<file path="config.mk">
export PLATFORM = sky130hd
export DESIGN_NAME = pfd_antibacklash
export DESIGN_NICKNAME = d
export VERILOG_FILES = /design/src/rtl/pfd_pkg.sv /design/src/rtl/pfd_edge_sync.sv /design/src/rtl/pfd_state_flop.sv /design/src/rtl/pfd_abl_timer.sv /design/src/rtl/pfd_antibacklash.sv
export SDC_FILE = /design/constraint.sdc
export NUM_CORES = 1
export LEC_CHECK = 0
export ABC_AREA = 1
export BUFFER_PORTS_ARGS = -buffer_cell sky130_fd_sc_hd__buf_2
export CAP_MARGIN = 20
export CORE_AREA = 2 2 39 41
export DETAILED_ROUTE_END_ITERATION = 7
export DIE_AREA = 0 0 41 43
export PLACE_DENSITY = 0.66
export SKIP_LAST_GASP = 1
export SYNTH_ARGS = -nofsm -noshare
export SYNTH_HDL_FRONTEND = slang
export SYNTH_HIERARCHICAL = 1
export SYNTH_SLANG_ARGS = --single-unit
</file>
<file path="constraint.sdc">
create_clock -name clk -period 1.6 [get_ports clk]
set_clock_uncertainty 0.15 [all_clocks]
set_input_delay 0.4 -clock clk [delete_from_list [all_inputs] [get_ports clk]]
set_output_delay 0.4 -clock clk [all_outputs]
set_load 0.1 [all_outputs]
</file>
<file path="src/rtl/pfd_pkg.sv">
// Package: shared types and helpers for the phase frequency detector.
// Assumes the overlap code is always two bits wide.
package pfd_pkg;

    typedef logic [1:0] dly_code_t;

    // Number of fast-clock cycles the overlap lasts for a given code.
    function automatic int unsigned overlap_cycles(input dly_code_t code,
                                                   input int unsigned step);
        return step * (int'(code) + 1);
    endfunction

endpackage

</file>
<file path="src/rtl/pfd_edge_sync.sv">
// Module: pfd_edge_sync
// Synchronises one asynchronous divided clock into the fast clock domain
// and emits a one-cycle pulse for each rising edge it sees.
// Assumes the input stays high or low for at least two fast-clock cycles.
module pfd_edge_sync #(
    parameter int STAGES = 2
) (
    input  logic clk,
    input  logic rst_n,
    input  logic din,
    output logic rise_o
);

    logic [STAGES:0] pipe_q;

    // Shift the input through the synchroniser chain and one history stage.
    always_ff @(posedge clk) begin
        if (!rst_n) begin
            pipe_q <= '0;
        end else begin
            pipe_q <= {pipe_q[STAGES-1:0], din};
        end
    end

    // A rising edge is a synchronised high that follows a low.
    always_comb begin
        rise_o = pipe_q[STAGES-1] & ~pipe_q[STAGES];
    end

endmodule

</file>
<file path="src/rtl/pfd_state_flop.sv">
// Module: pfd_state_flop
// One detector state flop. A rise pulse sets it and the shared clear
// resets it. The clear wins over a rise in the same cycle.
// Assumes clr_i is asserted only while this flop is set.
module pfd_state_flop (
    input  logic clk,
    input  logic rst_n,
    input  logic rise_i,
    input  logic clr_i,
    output logic q_o
);

    // Hold the state; clear has priority, and a rise while set changes nothing.
    always_ff @(posedge clk) begin
        if (!rst_n) begin
            q_o <= 1'b0;
        end else if (clr_i) begin
            q_o <= 1'b0;
        end else if (rise_i) begin
            q_o <= 1'b1;
        end
    end

endmodule

</file>
<file path="src/rtl/pfd_abl_timer.sv">
// Module: pfd_abl_timer
// Antibacklash timer. While both state flops are set it counts cycles,
// and it asserts the shared clear on the last cycle of the programmed
// overlap. The overlap code is captured only while both flops are low.
// Assumes up_i and dn_i come straight from the state flops.
module pfd_abl_timer
    import pfd_pkg::*;
#(
    parameter int DLY_STEP = 2,
    parameter int CNT_W    = 4
) (
    input  logic      clk,
    input  logic      rst_n,
    input  logic      up_i,
    input  logic      dn_i,
    input  dly_code_t sel_i,
    output logic      clr_o
);

    dly_code_t        sel_q;
    logic [CNT_W-1:0] cnt_q;
    logic [CNT_W-1:0] last_cnt;
    logic             both;

    // Decode the terminal count from the captured code.
    always_comb begin
        both     = up_i & dn_i;
        last_cnt = CNT_W'(overlap_cycles(sel_q, DLY_STEP) - 1);
        clr_o    = both && (cnt_q == last_cnt);
    end

    // Capture the code while idle and count the overlap cycles.
    always_ff @(posedge clk) begin
        if (!rst_n) begin
            sel_q <= '0;
            cnt_q <= '0;
        end else begin
            if (!up_i && !dn_i) begin
                sel_q <= sel_i;
            end
            if (both && !clr_o) begin
                cnt_q <= cnt_q + 1'b1;
            end else begin
                cnt_q <= '0;
            end
        end
    end

endmodule

</file>
<file path="src/rtl/pfd_antibacklash.sv">
// Module: pfd_antibacklash (top)
// Phase frequency detector with a programmable overlap delay in the
// shared clear path. Channel 0 is the reference side and drives up_o.
// Channel 1 is the feedback side and drives dn_o.
// Assumes both divided clocks are much slower than clk.
module pfd_antibacklash
    import pfd_pkg::*;
#(
    parameter int SYNC_STAGES = 2,
    parameter int DLY_STEP    = 2
) (
    input  logic       clk,
    input  logic       rst_n,
    input  logic       ref_div_i,
    input  logic       fb_div_i,
    input  logic [1:0] dly_sel_i,
    output logic       up_o,
    output logic       dn_o
);

    localparam int NUM_CH = 2;
    localparam int MAX_OV = DLY_STEP * 4;
    localparam int CNT_W  = $clog2(MAX_OV + 1);

    logic [NUM_CH-1:0] ch_in;
    logic [NUM_CH-1:0] ch_rise;
    logic [NUM_CH-1:0] ch_q;
    logic              clr;

    // Gather the channel inputs and fan out the channel states.
    always_comb begin
        ch_in = {fb_div_i, ref_div_i};
        up_o  = ch_q[0];
        dn_o  = ch_q[1];
    end

    for (genvar g = 0; g < NUM_CH; g++) begin : g_ch
        pfd_edge_sync #(.STAGES(SYNC_STAGES)) u_sync (
            .clk   (clk),
            .rst_n (rst_n),
            .din   (ch_in[g]),
            .rise_o(ch_rise[g])
        );
        pfd_state_flop u_flop (
            .clk   (clk),
            .rst_n (rst_n),
            .rise_i(ch_rise[g]),
            .clr_i (clr),
            .q_o   (ch_q[g])
        );
    end

    pfd_abl_timer #(.DLY_STEP(DLY_STEP), .CNT_W(CNT_W)) u_timer (
        .clk  (clk),
        .rst_n(rst_n),
        .up_i (ch_q[0]),
        .dn_i (ch_q[1]),
        .sel_i(dly_sel_i),
        .clr_o(clr)
    );

endmodule

</file>
==> results of run 1 <==
-- through the flow --
stage / power (mW) / TNS, ns / std cells / setup slack, ns
2_1_floorplan: 0.447 / 0 / 83 / 0.109
3_3_place_gp: 0.483 / 0 / 107 / 0.0509
3_5_place_dp: 0.484 / -0.00380 / 107 / -0.00292
4_1_cts: 0.674 / 0 / 110 / 0.0292
5_1_grt: 0.722 / 0 / 111 / 0.00111
6_report: 0.679 / 0 / 111 / 0.0953
-- cell type report --
class                      count  area, um^2
timing repair buffer           9        80.1
tap                           16        20.0
inverter                      18        67.6
multi-input combinational     51         302
fill                         123         604
clock buffer                   3        22.5
sequential                    14         288
-- cell usage after synthesis (all sizes together) --
| cell | count | area [um^2] |
|---|---|---|
| a21oi | 1 | 5.00 |
| nor3 | 1 | 5.00 |
| o21ai | 2 | 10.0 |
| nand3 | 6 | 30.0 |
| inv | 18 | 67.6 |
| ha | 3 | 37.5 |
| xnor2 | 1 | 8.76 |
| dfxtp | 14 | 280 |
| xor2 | 1 | 8.76 |
| nor2 | 15 | 63.8 |
| nand2 | 20 | 82.6 |
| o21bai | 1 | 18.8 |
-- how the worst max path moves through the flow --
stage          slack (ns)  cells after the start                 end
2_1_floorplan        0.11                      9  g_ch[1].u_flop/q_o
3_3_place_gp         0.05                     10  g_ch[0].u_flop/q_o
3_5_place_dp       -0.003                      9  g_ch[1].u_flop/q_o
4_1_cts              0.03                      8    u_timer/cnt_q[0]
5_1_grt             0.001                      8  g_ch[0].u_flop/q_o
6_report              0.1                      7    u_timer/cnt_q[0]
-- worst reg2reg max path: cells and delay by family, from the launching register on --
kind	cells	cell delay, ns
adders and majority gates	1	0.26
AOI/OAI and AO/OA	1	0.15
buffers and inverters	1	0.16
DFF	1	0.36
and+or+nand+nor	4	0.32
-- logic make-up after synthesis --
group	after synthesis	synth area share [%]
buffers and inverters	18	10.9
AOI/OAI and AO/OA	4	5.47
and+or+nand+nor	42	29.4
adders and majority gates	3	6.07
DFF	14	45.3
xor gates and xnor gates	2	2.83
-- registers in the layout, indices dropped and copies added (netlist names) --
register / count
g_ch.u_flop/q_o: 2
u_timer/sel_q: 2
u_timer/cnt_q: 4
g_ch.u_sync/pipe_q: 6
-- what timing repair did --
item / CTS / global route
endpoints found under the setup margin: 2 / 6
gates resized for setup: 1 / 8
buffers inserted: 0 / 1
endpoints found under the hold margin: 0 / 0
pin swaps: 0 / 2
-- power by group through the flow --
stage / registers (mW) / clock network [mW] / logic, mW
floorplan: 0.398 / 0 / 0.0492
global placement: 0.382 / 0 / 0.101
detailed placement: 0.382 / 0 / 0.102
CTS: 0.374 / 0.197 / 0.104
global route: 0.378 / 0.213 / 0.130
finish: 0.376 / 0.186 / 0.117
-- placed cells by master (no fill, tap or decap), drive strengths merged --
cell type   n
o21ai       2
dfxtp      14
a21oi       1
ha          3
xor2        1
o21bai      1
inv        18
nand2      20
clkbuf      3
xnor2       1
nor2       15
nor3        1
nand3       6
buf         9
-- metal layers --
layer	routed length [um]	track usage [%]	up-vias
li1	-	-	271
met1	428	17.1	224
met2	479	20.9	5
met3	20	4.71	2
met4	12	8.00	0
met5	0	0	-
==> results.json, run 1 <==
{
  "drt-initial-drc-count": 7,
  "whs_ns": 0.158,
  "p_per_area_nw_per_um2": 871,
  "avgSynthCellArea_um2": 7.45,
  "slowest_stage": "dfxtp_4",
  "grt_antenna_before_repair": 0,
  "drv_cap": 0,
  "die_y_um": 43,
  "ir_worst_vdd_mv": 0.470,
  "finalCritPeriodShare_pct": 94.0,
  "path_max_fanout": 4,
  "path_cells": "ha_4, nand2_1, nand3_1, nand3_2, buf_4, o21bai_4, nor2_1",
  "p_sw_share_pct": 26.5,
  "gp_congestion": 0.716,
  "drtAntennaViolNets": 0,
  "cp.arrival_ns": 1.52,
  "fmax_mhz": 665,
  "final_area_um2": 779,
  "rows": 14,
  "cpPeakStageDelay_ns": 0.36,
  "core-area_um2": 1380,
  "rsz0062_at_grt": "false",
  "wire_per_inst_um": 8.48,
  "ys_seq_area_share_pct": 45.3,
  "p_clk_share_pct": 27.4,
  "drive_above_1_share_pct": 30.5,
  "startpoint_type": "flip-flop",
  "critPathBufInv": 1,
  "root_buffer": "clkbuf_4",
  "start_util_pct": 44.7,
  "grt_pass1_vias": 454,
  "postCtsHoldBufs": 0,
  "via_count": 502,
  "status": "completed",
  "period_needed_ns": 1.50,
  "power_leakage_nw": 0.374,
  "drt_first_pass_iters": 2,
  "grt_usage_pct": 14.1,
  "grt_pass1_wl_um": 1690,
  "intPower_mw": 0.499,
  "gr-total-overflow": 0,
  "htree_levels": 1,
  "cts_buffers": 3,
  "cts_buffer_depth": 2,
  "reg2reg_depth": 7,
  "clock-sinks": 14,
  "worstMarginPinSlew_ns": 0.172,
  "wl_um": 941,
  "synthCells": 83,
  "min_path_type": "primary input to flip-flop",
  "viasPerCell": 4.52,
  "clk_pin_slew_worst_paths_ns": 0.08,
  "crit_family": "flip-flops",
  "slew_headroom_pct": 88.5,
  "ys_ff_latch": 14,
  "power_switching_mw": 0.180,
  "syn_nets": 92,
  "io_buffers": 7,
  "hold_viol_final": 0,
  "areaGrowthSynthToFinish_pct": 26.1,
  "slew_viol_final": 0,
  "final_util_pct": 56.3,
  "ff2ff_setup_slack_ns": 0.1,
  "rr_endpoint": "u_timer/cnt_q[0]",
  "cts_tree": "done",
  "min_to": "g_ch[1].u_sync/pipe_q[0]",
  "yosysUniqueCellTypes": 15,
  "worstSkewPairLatency_ns": 0.27,
  "critical_path_class": "flip-flop to flip-flop",
  "pin_count": 8,
  "netlist_area_um2": 618,
  "dp_hpwl_um": 709,
  "die_w_um": 41,
  "finalNetCount": 106,
  "hold_depth": 3,
  "num_antenna_cells": 0,
  "hp-start": "fb_div_i",
  "combPwrFrac_pct": 17.3,
  "finalSetupViolCount": 0,
  "route.detailed.drc": 0,
  "grt_start_max_net_pins": 12,
  "placed_area_um2": 713,
  "setup.worst_path.start": "u_timer/sel_q[0]",
  "die_area_um2": 1760,
  "power_frac_seq_pct": 55.3,
  "cp.required_ns": 1.61,
  "yosysWarnings": 6,
  "critPathCaptureType": "flip-flop",
  "reg2reg_from": "u_timer/sel_q[0]"
}
Note: power is estimated with default switching activity, not from simulation.
==> inputs of run 2 (changes only) <==
--- a/config.mk
+++ b/config.mk
@@ -11,9 +11,8 @@
 export CORE_AREA = 2 2 39 41
 export DETAILED_ROUTE_END_ITERATION = 7
 export DIE_AREA = 0 0 41 43
-export PLACE_DENSITY = 0.66
+export PLACE_DENSITY = 0.67
 export SKIP_LAST_GASP = 1
 export SYNTH_ARGS = -nofsm -noshare
 export SYNTH_HDL_FRONTEND = slang
-export SYNTH_HIERARCHICAL = 1
 export SYNTH_SLANG_ARGS = --single-unit
==> constraint.sdc (replaced) <==
create_clock -name clk -period 1.29 [get_ports clk]
set_clock_uncertainty 0.15 [all_clocks]
set_input_delay 0.3225 -clock clk [delete_from_list [all_inputs] [get_ports clk]]
set_output_delay 0.3225 -clock clk [all_outputs]
set_load 0.1 [all_outputs]
==> run 2 against run 1 <==
  * The run now ends with setup timing left
  * Synthesized cell count shrank 1.2%
  * Design area shrank 2.2%
  * Core utilization shrank 1.3 points
  * Cell count is the same
  * Via count grew 1.2%
  * Hold slack lost 0.074 ns
  * Register-to-register slack lost 0.21 ns
  * Global-route usage shrank 0.64 points
  * Maximum frequency grew 7.0%
  * Area after synthesis shrank 2.8%
  * Wire length shrank 7.8%
  * Critical endpoint is now u_timer.cnt_q[0]
==> results.json, run 2 <==
{
  "slew_viol_final": 0,
  "grt_pass1_vias": 486,
  "worstSkewPairLatency_ns": 0.27,
  "postCtsHoldBufs": 0,
  "cts_tree": "done",
  "finalSetupViolCount": 6,
  "met3_usage_pct": 3.66,
  "syn_nets": 91,
  "mostFrequentLayoutCell": "nand2_1",
  "critical_path.most_common_cell": "nand2_1",
  "status": "finished with violations",
  "power_leakage_nw": 0.368,
  "ir_worst_vdd_mv": 0.650,
  "grt_usage_pct": 13.5,
  "hold_viol_final": 0,
  "clk_pin_slew_worst_paths_ns": 0.08,
  "final_cell_mix": "nand2_1 (18), inv_1 (13), dfxtp_1 (10), nor2_1 (9), inv_2 (6)",
  "pin_count": 8,
  "largest-register": "g_ch.u_sync.pipe_q",
  "viasPerCell": 4.58,
  "top_usage_layer": "met2",
  "fillerInstances": 135,
  "die_w_um": 41,
  "cp.required_ns": 1.31,
  "hp-start": "ref_div_i",
  "synth_most_common_cell": "nand2_1",
  "largest_reg_flops": 6,
  "largest_registers": "g_ch.u_sync.pipe_q: 6 flops, u_timer.cnt_q: 4 flops",
  "route.detailed.drc": 0,
  "tns_ns": -0.684,
  "synthCells": 82,
  "cts_buffer_depth": 2,
  "root_buffer": "clkbuf_4",
  "cts_buffers": 3,
  "yosys.area.top_type_share_pct": 46.7,
  "grt_use_met1_pct": 13.3,
  "slowest_stage": "dfxtp_4",
  "synth_area_leaders": "dfxtp_1 (47%), nand2_1 (12%), inv_1 (8.8%)",
  "synth-main-ff-cell": "dfxtp_1",
  "instances_no_fill": 111,
  "ys_seq_area_share_pct": 46.7,
  "grt_antenna_before_repair": 0,
  "setup.worst_path.start": "u_timer.sel_q[0]",
  "yosysWarnings": 0,
  "areaGrowthSynthToFinish_pct": 26.9,
  "io_buffers": 7,
  "drtAntennaViolNets": 0,
  "wl_um": 868,
  "avgSynthCellArea_um2": 7.32,
  "whs_ns": 0.0845,
  "rows": 14,
  "clock-sinks": 14,
  "fmax_mhz": 711,
  "dp.cells": 105,
  "gp_congestion": 0.695,
  "seqCellArea_um2": 295,
  "min_path_type": "primary input to flip-flop",
  "p_per_area_nw_per_um2": 1110,
  "num_antenna_cells": 0,
  "critical_path_class": "flip-flop to flip-flop",
  "netlist_area_um2": 601,
  "cp.arrival_ns": 1.42,
  "slew_headroom_pct": 88.3,
  "core-area_um2": 1380,
  "path_cells": "ha_4, inv_2, nand2_1, nand3_1, nand2_1, nor2_2, nand2_1, nand2_2, nor2_1",
  "dp_hpwl_um": 685,
  "drive_above_1_share_pct": 30.5,
  "drt_first_pass_iters": 2,
  "reg2reg_from": "u_timer.sel_q[0]",
  "wire_per_inst_um": 7.82,
  "worstMarginPinSlew_ns": 0.175,
  "drv_cap": 0,
  "yosysUniqueCellTypes": 16,
  "critPathCaptureType": "flip-flop",
  "synthArstFlopShare_pct": 0,
  "yosysTopAreaCell": "dfxtp_1",
  "drt-initial-drc-count": 2,
  "grt_start_max_net_pins": 11,
  "startpoint_type": "flip-flop",
  "finalNetCount": 105,
  "htree_levels": 1,
  "die_area_um2": 1760,
  "grt_pass1_wl_um": 1640,
  "die_y_um": 43,
  "finalPower_mw": 0.846,
  "gr-total-overflow": 0,
  "finalCritPeriodShare_pct": 109,
  "period_needed_ns": 1.41,
  "via_count": 508,
  "rsz0062_at_grt": "true",
  "setup_ws_ns": -0.117,
  "synth-edff-count": 0,
  "cpPeakStageDelay_ns": 0.36,
  "ys_ff_latch": 14,
  "final_util_pct": 55.1,
  "grt_use_met2_pct": 23.1,
  "path_max_fanout": 4,
  "multi_input_area_um2": 262,
  "ff2ff_setup_slack_ns": -0.12,
  "ys_top_cells_by_count": "nand2_1 (19), dfxtp_1 (14), inv_1 (14)",
  "start_util_pct": 43.4,
  "violations": "setup timing"
}
## run 2: cell families after synthesis
family          count (synthesis)  share of synthesized area, %
simple gates                   36                          25.6
buf+inv                        20                          12.7
flops                          14                          46.7
compound gates                  7                          5.83
fa+ha+maj                       3                          6.25
xor+xnor                        2                          2.92
## run 2: through the flow
stage | instance area, um^2 | setup WS, ns
2_1_floorplan | 628 | -0.0295
3_3_place_gp | 716 | -0.0759
3_5_place_dp | 716 | -0.109
4_1_cts | 759 | -0.124
5_1_grt | 762 | -0.239
6_report | 762 | -0.117
## run 2: path summary, 6_finish.rpt
kind | endpoint | cells past startpoint
setup / recovery | u_timer.cnt_q[0] | 9
hold / removal | g_ch[0].u_sync.pipe_q[0] | 3
setup reg to reg | u_timer.cnt_q[0] | 9
hold reg to reg | g_ch[1].u_sync.pipe_q[1] | 2
## run 2: repair_timing
action / CTS / global route
hold endpoints to repair: 0 / 0
resized for setup: 1 / 1
setup buffers: 2 / 0
endpoints found under the setup margin: 8 / 8
pin swaps: 1 / 4
## run 2: metal layers
metal	vias to the layer above	share of wire [%]
met3	4	4.5
met4	0	2.4
met2	8	53
li1	271	-
met5	-	0
met1	225	40
## run 2: area by class of cell
class,instances,area share [%]
well taps,16,2.63
flip-flops and latches,14,38.8
multi-input cells,48,34.3
clock buffers,4,3.45
repair buffers,10,11.5
inverters,19,9.36
## run 2: critical path: cells and delay by family (launching register included)
family	cells	cell delay [ns]
buffers and inverters	1	0.05
adder cells (fa/ha/maj)	1	0.24
AND/OR/NAND/NOR	7	0.50
flip-flops	1	0.36
## run 2: power by group
part	internal (mW)	switching [mW]	leakage, nW
sequential	0.447	0.0134	0.117
combinational	0.0585	0.0780	0.235
clock	0.120	0.130	0.0150
total	0.625	0.221	0.368
